File: src/rtl/mft_pkg.sv
package mft_pkg;
  localparam int CSR_OVF    = 7;
  localparam int CSR_RTI    = 6;
  localparam int CSR_OVFE   = 5;
  localparam int CSR_RTIE   = 4;
  localparam int CSR_OVFACK = 3;
  localparam int CSR_RTIACK = 2;
  localparam int RATE_W     = 2;
  localparam int NUM_RATES  = 1 << RATE_W;

  typedef enum logic {
    SEL_CSR = 1'b0,
    SEL_CNT = 1'b1
  } reg_sel_e;
endpackage

File: src/rtl/mft_divider.sv
module mft_divider import mft_pkg::*; #(
  parameter int RTI_BASE = 14,
  parameter int CNT_TAP  = 2
) (
  input  logic              clk,
  input  logic              rst_n,
  input  logic [RATE_W-1:0] rate,
  output logic              cnt_tick,
  output logic              rti_tick
);
  localparam int DIV_W = RTI_BASE + NUM_RATES - 1;

  logic [DIV_W-1:0]     div_q;
  logic [NUM_RATES-1:0] taps;

  always_ff @(posedge clk or negedge rst_n) begin
    if (!rst_n) div_q <= '0;
    else        div_q <= div_q + 1'b1;
  end

  // each tap fires in the last cycle of its 2^n window
  for (genvar g = 0; g < NUM_RATES; g++) begin : g_tap
    assign taps[g] = &div_q[RTI_BASE+g-1:0];
  end

  assign rti_tick = taps[rate];
  assign cnt_tick = &div_q[CNT_TAP-1:0];


  slow_tap_nested_chk: assert property (@(posedge clk) disable iff (!rst_n)
    taps[NUM_RATES-1] |-> taps[0]);
endmodule

File: src/rtl/mft_count8.sv
module mft_count8 #(
  parameter int W = 8
) (
  input  logic         clk,
  input  logic         rst_n,
  input  logic         tick,
  output logic [W-1:0] value,
  output logic         wrap
);
  always_ff @(posedge clk or negedge rst_n) begin
    if (!rst_n)    value <= '0;
    else if (tick) value <= value + 1'b1;
  end

  assign wrap = tick & (&value);


  cnt_hold_chk: assert property (@(posedge clk) disable iff (!rst_n)
    !tick |=> $stable(value));
endmodule

File: src/rtl/mft_cop.sv
module mft_cop #(
  parameter int PERIODS = 8
) (
  input  logic clk,
  input  logic rst_n,
  input  logic rti_tick,
  input  logic clr,
  output logic cop_rst
);
  localparam int CW = $clog2(PERIODS);

  logic [CW-1:0] seen;

  always_ff @(posedge clk or negedge rst_n) begin
    if (!rst_n) begin
      seen    <= '0;
      cop_rst <= 1'b0;
    end else if (clr) begin
      seen    <= '0;
      cop_rst <= 1'b0;
    end else if (rti_tick) begin
      if (seen == CW'(PERIODS - 1)) begin
        seen    <= '0;
        cop_rst <= 1'b1;
      end else begin
        seen    <= seen + 1'b1;
        cop_rst <= 1'b0;
      end
    end else begin
      cop_rst <= 1'b0;
    end
  end


  cop_pulse_chk: assert property (@(posedge clk) disable iff (!rst_n)
    cop_rst |=> !cop_rst);

  cop_clr_quiet_chk: assert property (@(posedge clk) disable iff (!rst_n)
    clr |=> !cop_rst);
endmodule

File: src/rtl/mft_timer.sv
module mft_timer import mft_pkg::*; #(
  parameter int RTI_BASE    = 14,
  parameter int CNT_TAP     = 2,
  parameter int COP_PERIODS = 8
) (
  input  logic       clk,
  input  logic       rst_n,
  input  logic       addr,
  input  logic       wr_en,
  input  logic [7:0] wr_data,
  input  logic       rd_en,
  output logic [7:0] rd_data,
  output logic       irq_ovf,
  output logic       irq_rti,
  input  logic       cop_clr,
  output logic       cop_rst
);
  logic              cnt_tick, rti_tick, wrap;
  logic [7:0]        cnt_val;
  logic              ovf_flag, rti_flag, ovf_en, rti_en;
  logic [RATE_W-1:0] rate;
  logic              csr_wr, ovf_ack, rti_ack;
  logic [7:0]        csr_view;
  logic              unused_wr_hi;

  mft_divider #(.RTI_BASE(RTI_BASE), .CNT_TAP(CNT_TAP)) u_div (
    .clk(clk), .rst_n(rst_n), .rate(rate),
    .cnt_tick(cnt_tick), .rti_tick(rti_tick)
  );

  mft_count8 #(.W(8)) u_cnt (
    .clk(clk), .rst_n(rst_n), .tick(cnt_tick),
    .value(cnt_val), .wrap(wrap)
  );

  mft_cop #(.PERIODS(COP_PERIODS)) u_cop (
    .clk(clk), .rst_n(rst_n), .rti_tick(rti_tick),
    .clr(cop_clr), .cop_rst(cop_rst)
  );

  assign csr_wr       = wr_en && (reg_sel_e'(addr) == SEL_CSR);
  assign ovf_ack      = csr_wr && wr_data[CSR_OVFACK];
  assign rti_ack      = csr_wr && wr_data[CSR_RTIACK];
  assign unused_wr_hi = ^wr_data[7:6];

  always_ff @(posedge clk or negedge rst_n) begin
    if (!rst_n) begin
      ovf_flag <= 1'b0;
      rti_flag <= 1'b0;
      ovf_en   <= 1'b0;
      rti_en   <= 1'b0;
      rate     <= '1;
    end else begin
      ovf_flag <= wrap     | (ovf_flag & ~ovf_ack);
      rti_flag <= rti_tick | (rti_flag & ~rti_ack);
      if (csr_wr) begin
        ovf_en <= wr_data[CSR_OVFE];
        rti_en <= wr_data[CSR_RTIE];
        rate   <= wr_data[RATE_W-1:0];
      end
    end
  end

  assign csr_view = {ovf_flag, rti_flag, ovf_en, rti_en, 2'b00, rate};

  always_ff @(posedge clk or negedge rst_n) begin
    if (!rst_n)     rd_data <= 8'h00;
    else if (rd_en) rd_data <= (reg_sel_e'(addr) == SEL_CNT) ? cnt_val : csr_view;
  end

  assign irq_ovf = ovf_flag & ovf_en;
  assign irq_rti = rti_flag & rti_en;


  rti_set_wins_chk: assert property (@(posedge clk) disable iff (!rst_n)
    rti_tick |=> rti_flag);

  ovf_set_wins_chk: assert property (@(posedge clk) disable iff (!rst_n)
    wrap |=> ovf_flag);

  rti_ack_chk: assert property (@(posedge clk) disable iff (!rst_n)
    (rti_ack && !rti_tick) |=> !rti_flag);

  rd_hold_chk: assert property (@(posedge clk) disable iff (!rst_n)
    !rd_en |=> $stable(rd_data));
endmodule

File: config.mk
export PLATFORM = sky130hd
export DESIGN_NAME = mft_timer
export DESIGN_NICKNAME = d
export VERILOG_FILES = /design/src/rtl/mft_pkg.sv /design/src/rtl/mft_divider.sv /design/src/rtl/mft_count8.sv /design/src/rtl/mft_cop.sv /design/src/rtl/mft_timer.sv
export SDC_FILE = /design/constraint.sdc
export NUM_CORES = 1
export LEC_CHECK = 0
export ABC_AREA = 0
export CAP_MARGIN = 10
export CELL_PAD_IN_SITES_DETAIL_PLACEMENT = 1
export CELL_PAD_IN_SITES_GLOBAL_PLACEMENT = 1
export CORE_MARGIN = 2
export CORE_UTILIZATION = 25
export CTS_CLUSTER_SIZE = 8
export DETAILED_ROUTE_END_ITERATION = 8
export PLACE_DENSITY_LB_ADDON = 0.1
export SLEW_MARGIN = 20
export SYNTH_ARGS = -nofsm -noshare
export SYNTH_HDL_FRONTEND = slang
export SYNTH_SLANG_ARGS = --single-unit
File: constraint.sdc
create_clock -name clk -period 2.45 [get_ports clk]
set_clock_uncertainty 0.05 [all_clocks]
set_input_delay 0.735 -clock clk [delete_from_list [all_inputs] [get_ports clk]]
set_output_delay 0.735 -clock clk [all_outputs]
set_load 0.01 [all_outputs]
# Yosys cells after proc, flatten, opt, wreduce, memory -nomap -nowiden
# Cells that the tools add are included.
# totals
regBits,43
in_bits,14
output_inout_bits,11
word_cells,44
# op_classes
addsub,3
magnitude_cmp,1
n_eq_ne,1
n_mux,9
bitwise_logic,10
n_reduce_logical,10
# ops
operator,n
$add A17 B1 Y17 const B,1
$reduce_and A17 Y1,1
$reduce_and A16 Y1,1
$reduce_and A15 Y1,1
$reduce_and A14 Y1,1
$mux W3,3
$add A8 B1 Y8 const B,1
$mux W8,1
$reduce_and A8 Y1,1
$and A1 B1 Y1,5
$mux W1,4
$add A3 B1 Y3 const B,1
$eq A3 B3 Y1 const B,1
$logic_and A1 B1 Y1,3
$lt A2 B3 Y1 const B,1
$not A1 Y1,3
$bmux W1 S2,1
$or A1 B1 Y1,2
$reduce_and A2 Y1,1
$reduce_bool A2 Y1,1

# Longest topological paths before layout
# Gate-level depths: netlist of run 1.
# depth
word_depth,6
depth_mapped,9
depth_no_buf,8

# Modules after synthesis
# Synthesis of run 1 repeated with hierarchy kept, for this count alone.
# unflattened
cells_unflattened,162
area_unflattened_um2,1924.3
# modules_own_cells
module,n_inst,cells_each,area_each_um2,seq_area_each_um2
mft_divider,1,65,759.5,425.4
mft_timer,1,52,621.8,352.8
mft_count8,1,30,359.1,200.2
mft_cop,1,15,183.9,100.1

# Worst setup path before layout of run 1
# Ideal clock, no wire load.
# synth_path
path_type,register to register
startpoint,register u_div.div_q[0]
endpoint,register u_cop.seen[0]
setup_ns,0.125
t_arrival_ns,1.899
t_required_ns,2.275
path_slack_ns,0.376
path_stages_with_launch,8
n_path_buf,1
synth_period_minus_slack_ns,2.074
path_cell_list,dfrtp_1 > ha_1 > buf_4 > and4_4 > nand3_4 > or3_4 > a31oi_4 > mux2_4
# synth_between
elab_chain_cells,4
word_cells_on_any_way,7
cone_classes,mux (2); reduce/logical (5)
# synth_lines
item,line,rtl
from (decl),mft_divider.sv:13,logic [DIV_W-1:0] div_q;
from (signal assigned),mft_divider.sv:18,else div_q <= div_q + 1'b1;
$reduce_and A17 Y1 (tied with other cells),mft_divider.sv:23,assign taps[g] = &div_q[RTI_BASE+g-1:0];
$bmux W1 S2 *,mft_divider.sv:26,assign rti_tick = taps[rate];
$mux W1 (not written as such) *,mft_divider.sv:26,
$reduce_bool A2 Y1 (no source line) *,n/a,
to (signal assigned),mft_cop.sv:26,seen <= seen + 1'b1;
to (decl),mft_cop.sv:12,logic [CW-1:0] seen;
# Every way passes the cells marked *; elsewhere a longest branch is shown, timed or not. The select of a mux whose other input is x is not followed.
# A chain may end at the register's enable or synchronous reset.

# Worst setup path after layout of run 1
# layout_path
startpoint,register ovf_en
endpoint,output port irq_ovf
# layout_between
elab_chain_cells,1
# layout_lines
item,line,rtl
from (decl),mft_timer.sv:20,"logic ovf_flag, rti_flag, ovf_en, rti_en;"
from (signal assigned),mft_timer.sv:57,ovf_en <= wr_data[CSR_OVFE];
$and A1 B1 Y1,mft_timer.sv:71,assign irq_ovf = ovf_flag & ovf_en;
to (decl),mft_timer.sv:13,"output logic irq_ovf,"
# Every way passes these cells.

==> impl_metrics.py, run 1 <==
metrics = {
    "drt": {
        "wirelength_um": 3754,
        "drtAntennaViolNets": 0,
        "drtIter0Drc": 22,
        "drc_errors": 0,
        "routedWlPerCell_um": 12.99,
        "num_vias": 1240,
        "vias_per_cell": 4.291,
        "dr.pass1.iters": 4,
    },
    "clock_network": {
        "numCtsBuffers": 5,
        "clk_latency_ns": 0.29,
        "cts_num_sinks": 43,
        "cts_hold_buf": 0,
        "tritoncts": "yes",
        "path_clk_slew_ns": 0.08,
        "clock-root-buffer": "clkbuf_8",
        "post_cts_buffers": 0,
        "htreeDepth": 2,
        "clockBufferDepth": 2,
        "cts_resized": 0,
    },
    "logic_synthesis": {
        "synth_cell_types": 33,
        "yosysTopAreaCellShare": 0.5366,
        "synth-compound-area-share": 0.04777,
        "synthTopCellsByArea": "dfrtp_1 54%, xnor2_1 6.9%, mux2i_1 4.2%",
        "seq_area_frac_synth": 0.5641,
        "synth_area_mm2": 0.001912,
        "yosys_warnings": 0,
        "synth_top_family_by_area": "simple AND/OR/NAND/NOR gates",
        "netlist_instances": 160,
        "synth_adder_area_share": 0.03272,
        "synth_nets": 179,
        "yosysTopAreaCell": "dfrtp_1",
        "synthMuxAreaShare": 0.07919,
        "synth_xor_area_frac": 0.09620,
        "yosys.area_share.simple": 0.1603,
        "syn_avg_cell_area_um2": 11.95,
        "synth_seq_cells": 43,
    },
    "pwr": {
        "ir_worst_vdd_mv": 0.1879,
        "leakage_nw": 1.034,
        "power_density_mw_per_mm2": 573.6,
    },
    "outcome": {
        "status": "finished, final reports clean",
    },
    "grt": {
        "grt_pass1_vias": 1379,
        "antenna_found_initial": 0,
        "gr-total-overflow": 0,
        "grt_use_total": 0.1033,
        "grt_util_met1": 0.1184,
        "grt_start_max_net_pins": 23,
        "grt_pass1_wl_um": 6637,
        "grt_busiest_layer": "met2",
        "use_met2": 0.1746,
        "grtUsageMet3": 0.03402,
    },
    "run": {
        "cap_violations": 0,
    },
    "floorplanning": {
        "start_util": 0.2608,
        "die-height_um": 91.45,
        "num_rows": 31,
        "dieArea_mm2": 0.008363,
        "ioPinCount": 25,
        "die_x_um": 91.45,
        "core_area_mm2": 0.007331,
    },
    "timing": {
        "setup_viol": 0,
        "finalHoldViolCount": 0,
        "fin_crit_sh": 0.8675,
        "period_needed_ns": 2.125,
        "postLayoutSetupSlackWorst_ns": 0.3246,
        "setup_tns_ns": 0,
        "drv_slew": 0,
        "rsz0062_at_grt": "false",
        "worstMarginPinSlew_ns": 0.5218,
        "fmax_mhz": 470.5,
        "slew_headroom": 0.6511,
    },
    "hold_path": {
        "hp-class": "in -> async",
    },
    "cells_and_area": {
        "antenna_cells": 0,
        "nets": 208,
        "syn_to_final_growth_pct": 22.77,
        "fillCellCount": 795,
        "layout-drive-gt1-share": 0.1579,
    },
    "critical_path": {
        "endpoint_kind": "output port",
        "cp_data_arrival_time_ns": 1.34,
        "crit_type": "reg -> out",
        "required_ns": 1.66,
        "crit_fanout": 3,
        "crit_path_start_kind": "flip-flop",
    },
    "place": {
        "io_buffers": 22,
        "hpwl_um": 2889,
        "place_ws_ns": 0.3468,
        "place_congestion": 0.7172,
    },
}
placed cells by master (no fill, tap or decap), types with 3 or more instances in the layout:
master           synthesis  routed
inv_1                    4       4
nand2b_1                 4       4
clkdlybuf4s50_1          0      21
nand2_1                 11      11
mux2_2                   5       5
a21oi_1                  7       7
buf_4                    1       5
xnor2_1                 15      15
nand4_1                  3       3
mux2i_1                  8       8
nand3_1                 11      11
xor2_1                   6       6
clkbuf_8                 0       5
dfrtp_1                 41      41
nor2_1                  12      12
ha_1                     5       5
metal layers:
metal / up-vias / part of all wire
met5: - / 0
met4: 0 / 0.018
met3: 5 / 0.050
met2: 25 / 0.49
met1: 612 / 0.44
li1: 598 / -
Yosys cell counts, drive strengths merged:
| cell type | number |
|---|---|
| and2 | 3 |
| a21o | 1 |
| nand4 | 3 |
| and2b | 1 |
| ha | 5 |
| xor2 | 6 |
| a32o | 1 |
| nand3 | 12 |
| nor3 | 1 |
| inv | 4 |
| xnor2 | 15 |
| or3 | 1 |
| a31oi | 2 |
| and3b | 1 |
| nor2b | 1 |
| mux2i | 8 |
| buf | 1 |
| clkbuf | 4 |
| a21oi | 7 |
| mux2 | 6 |
| nand2b | 4 |
| and4 | 2 |
| nor2 | 12 |
| o21ai | 2 |
| nand2 | 11 |
| and3 | 3 |
| dfstp | 2 |
| dfrtp | 41 |
layout make-up:
class                           instances  area, um2  area share
Multi-Input combinational cell        108      795.8      0.3390
Clock buffer                            7      76.32     0.03252
Clock inverter                          1      5.005    0.002132
Sequential cell                        43       1079      0.4595
Inverter                                4      15.01    0.006397
Tap cell                               99      123.9     0.05277
Timing Repair Buffer                   27      252.7      0.1077
where the power goes:
group | switching [mW] | total [mW] | leakage, nW | internal, mW
sequential | 0.0254 | 0.770 | 0.544 | 0.744
clock | 0.224 | 0.424 | 0.0422 | 0.200
combinational | 0.0661 | 0.153 | 0.447 | 0.0867
total | 0.315 | 1.35 | 1.03 | 1.03
path summary, 6_finish.rpt:
| kind | depth (start not counted) | start | slack (ns) | end |
|---|---|---|---|---|
| setup reg to reg | 6 | u_div.div_q[0] | 0.37 | u_cop.seen[0] |
| hold reg to reg | 1 | u_div.div_q[0] | 0.43 | u_div.div_q[0] |
| hold / removal | 1 | rst_n | 0.35 | rd_data[3] |
| max in group asynchronous | 2 | rst_n | 1.45 | u_div.div_q[3] |
| setup / recovery | 2 | ovf_en | 0.32 | irq_ovf |
| min in group clk | 1 | u_div.div_q[0] | 0.43 | u_div.div_q[0] |
critical path, cell delays in order, from the launching register on:
cell and delay (ns):
dfrtp_1 0.38, and2_1 0.14, clkdlybuf4s50_1 0.53
flip-flops by register name (all words and copies together), names as in the netlist:
name and flops:
ovf_en 1, ovf_flag 1, rate 2, rd_data 8, rti_en 1, rti_flag 1
u_cnt.value 8, u_cop.cop_rst 1, u_cop.seen 3, u_div.div_q 17
through the flow:
step	utilization	hold slack, ns	total power, mW	instances	area [um2]
finish	0.3202	0.3532	1.346	289	2347
global route	0.3202	0.3686	1.437	289	2347
CTS	0.3202	0.3562	1.390	289	2347
detailed placement	0.3091	0.4162	0.9428	281	2266
global placement	0.3091	0.4066	0.9374	281	2266
floorplan	-	0.3894	0.8503	160	1912
cells by family (layout without fill, tap and decap cells):
logic type,Yosys count,count (layout)
XOR/XNOR,21,21
multiplexers,14,14
AND/OR/NAND/NOR,55,55
AO/OA/AOI/OAI,13,13
flip-flops,43,43
adder cells (fa/ha/maj),5,5
buffers and inverters,9,39
No activity file was read; power rests on OpenSTA's default activity.
==> inputs of run 2 (changes only) <==
CTS_CLUSTER_DIAMETER = 80   (was unset)
==> results of run 2 <==
No change in the layout: final DEF, timing and power equal those of run 1.
==> inputs of run 3 (changes only) <==
DONT_BUFFER_PORTS = 1   (was unset)
SYNTH_HIERARCHICAL = 1   (was unset)
==> run 3 against run 2 <==
Effect of this change:
- final cell count fell by 7.3%
- first-iteration DRC count rose by 86%
- sequential power shrank 1%
- non-clock buffer count shrank 25
- combinational power is 76% lower
- area after synthesis up 0.65%
- highest routed layer unchanged
==> impl_metrics.py, run 3 <==
metrics = {
    "clock_network": {
        "cts_resized": 0,
        "clockBufferDepth": 2,
        "numCtsBuffers": 5,
        "clk_latency_ns": 0.29,
        "cts_num_sinks": 43,
        "post_cts_buffers": 0,
        "clock-root-buffer": "clkbuf_8",
        "htreeDepth": 2,
        "cts_hold_buf": 0,
        "path_clk_slew_ns": 0.09,
        "tritoncts": "yes",
    },
    "grt": {
        "gr-total-overflow": 0,
        "antenna_found_initial": 0,
        "grt_pass1_wl_um": 6368,
        "grtUsageMet3": 0.03451,
        "grt_pass1_vias": 1276,
        "grt_start_max_net_pins": 44,
        "grt_util_met1": 0.1128,
        "grt_use_total": 0.09789,
        "grt_busiest_layer": "met2",
        "use_met2": 0.1667,
    },
    "logic_synthesis": {
        "ys_async_sr_fraction": 1.000,
        "yosysTopAreaCell": "dfrtp_1",
        "seq_area_frac_synth": 0.5605,
        "yosysTopAreaCellShare": 0.5332,
        "synth_seq_cells": 43,
        "synthTopCellsByArea": "dfrtp_1 53%, xnor2_1 7.3%, mux2i_1 4.2%",
        "synth-edff-count": 0,
        "syn_avg_cell_area_um2": 11.88,
        "synth_nets": 181,
        "synth.most_common_cell": "dfrtp_1",
        "synth_cell_types": 32,
        "synth_common_cells": "41 x dfrtp_1, 16 x xnor2_1, 13 x nand3_1, 13 x nor2_1, 10 x nand2_1",
        "synth_area_mm2": 0.001924,
        "yosys_warnings": 6,
        "synth_flop_cell": "dfrtp_1",
        "netlist_instances": 162,
    },
    "cells_and_area": {
        "largest_reg_flops": 17,
        "regArea_mm2": 0.001079,
        "reg.largest.list": "u_div/div_q (17), rd_data (8), u_cnt/value (8)",
        "nets": 187,
        "layout_common_cells": "41 x dfrtp_1, 16 x xnor2_1, 13 x nand3_1, 13 x nor2_1, 10 x nand2_1",
        "antenna_cells": 0,
        "fillCellCount": 820,
        "syn_to_final_growth_pct": 12.68,
        "final_core_utilization": 0.2942,
        "stdcell_count": 268,
        "layout.cells.most_common": "dfrtp_1",
        "multi_input_area_um2": 799.5,
        "fin_area_mm2": 0.002168,
        "top_register": "u_div/div_q",
        "layout-drive-gt1-share": 0.1538,
    },
    "drt": {
        "vias_per_cell": 4.455,
        "drtIter0Drc": 41,
        "drc_errors": 0,
        "dr.pass1.iters": 3,
        "routedWlPerCell_um": 14.01,
        "wirelength_um": 3756,
        "drtAntennaViolNets": 0,
        "num_vias": 1194,
    },
    "floorplanning": {
        "ioPinCount": 25,
        "core_area_mm2": 0.007370,
        "start_util": 0.2611,
        "die-height_um": 91.74,
        "die_x_um": 91.74,
        "num_rows": 31,
        "dieArea_mm2": 0.008415,
    },
    "outcome": {
        "status": "finished, final reports clean",
    },
    "place": {
        "place_congestion": 0.6809,
        "hpwl_um": 2671,
        "postPlaceCellArea_mm2": 0.002036,
        "io_buffers": 0,
        "place_inst": 260,
    },
    "pwr": {
        "leakage_nw": 0.9936,
        "ir_worst_vdd_mv": 0.2775,
        "power_density_mw_per_mm2": 667.7,
    },
    "timing": {
        "rsz0062_at_grt": "false",
        "drv_slew": 0,
        "period_needed_ns": 2.111,
        "fmax_mhz": 473.8,
        "finalHoldViolCount": 0,
        "fin_hold_ws_ns": 0.07524,
        "worstMarginPinSlew_ns": 0.2638,
        "fin_crit_sh": 0.8615,
        "slew_headroom": 0.8232,
        "setup_tns_ns": 0,
        "setup_viol": 0,
    },
    "critical_path": {
        "path_cells": "nand4_2 -> nor3_2 -> nand2_1 -> nor2_1 -> ha_1 -> nand3_1 -> o21ai_1 -> or3b_1 -> a21oi_2",
        "r2r_slack_ns": 0.34,
        "path_buf_inv": 0,
        "critPathSlowestCell": "dfrtp_1",
        "cp_data_arrival_time_ns": 2.29,
        "cp_top_family": "simple AND/OR/NAND/NOR gates",
        "required_ns": 2.62,
        "crit_path_start_kind": "flip-flop",
        "crit_type": "reg -> reg",
        "slowest_delay_ns": 0.46,
        "crit_fanout": 6,
        "endpoint_kind": "flip-flop",
    },
    "run": {
        "cap_violations": 0,
    },
    "hold_path": {
        "hp-class": "in -> async",
    },
}
==> run 3: worst paths after layout <==
check                           depth (start not counted)            start              end
min in group clk                                        1  u_div/div_q[12]  u_div/div_q[12]
max in group asynchronous                               0            rst_n          rate[0]
worst min register to register                          1  u_div/div_q[12]  u_div/div_q[12]
worst max-delay path                                    9   u_div/div_q[2]    u_cop/seen[0]
worst min-delay path                                    0            rst_n       rd_data[7]
worst max register to register                          9   u_div/div_q[2]    u_cop/seen[0]
==> run 3: layout make-up <==
type / count / area share
Clock buffer: 6 / 0.03347
Sequential cell: 43 / 0.4974
Timing Repair Buffer: 2 / 0.006924
Tap cell: 99 / 0.05713
Multi-Input combinational cell: 111 / 0.3687
Clock inverter: 2 / 0.02770
Inverter: 5 / 0.008656
==> run 3: kinds of logic (layout without fill, tap and decap cells) <==
logic type	count (synthesis)	after routing	share of synthesized area
flip-flops	43	43	0.5605
AO/OA/AOI/OAI	14	14	0.04096
multiplexers	13	13	0.07087
buffers and inverters	8	15	0.02405
AND/OR/NAND/NOR	58	58	0.1756
adder cells (fa/ha/maj)	5	5	0.03251
XOR/XNOR	21	21	0.09558
==> run 3: stage by stage <==
step | total power, mW | setup slack [ns]
after CTS | 1.482 | 0.3079
after detailed placement | 0.8147 | 0.3265
final | 1.448 | 0.3393
after floorplan | 0.8087 | 0.2190
after global routing | 1.520 | 0.1404
after global placement | 0.8127 | 0.3514
==> run 3: power by group <==
| group | internal, mW | leakage [nW] | switching, mW | total (mW) |
|---|---|---|---|---|
| combinational | 0.0223 | 0.379 | 0.0143 | 0.0366 |
| sequential | 0.735 | 0.550 | 0.0263 | 0.762 |
| clock | 0.408 | 0.0654 | 0.242 | 0.650 |
==> run 3: metal layers <==
metal  part of all wire  routed length (um)  up-vias
li1                   -                   -      564
met1               0.44                1670      607
met2               0.51                1913       21
met3              0.037                 139        2
met4             0.0085                  32        0
met5                  0                   0        -
==> run 3: worst register-to-register path, delay by kind of cell, from the launching register on <==
kind | cells | cell delay, ns
DFF | 1 | 0.46
adders and majority gates | 1 | 0.14
AOI/OAI and AO/OA | 2 | 0.24
and+or+nand+nor | 6 | 1.16
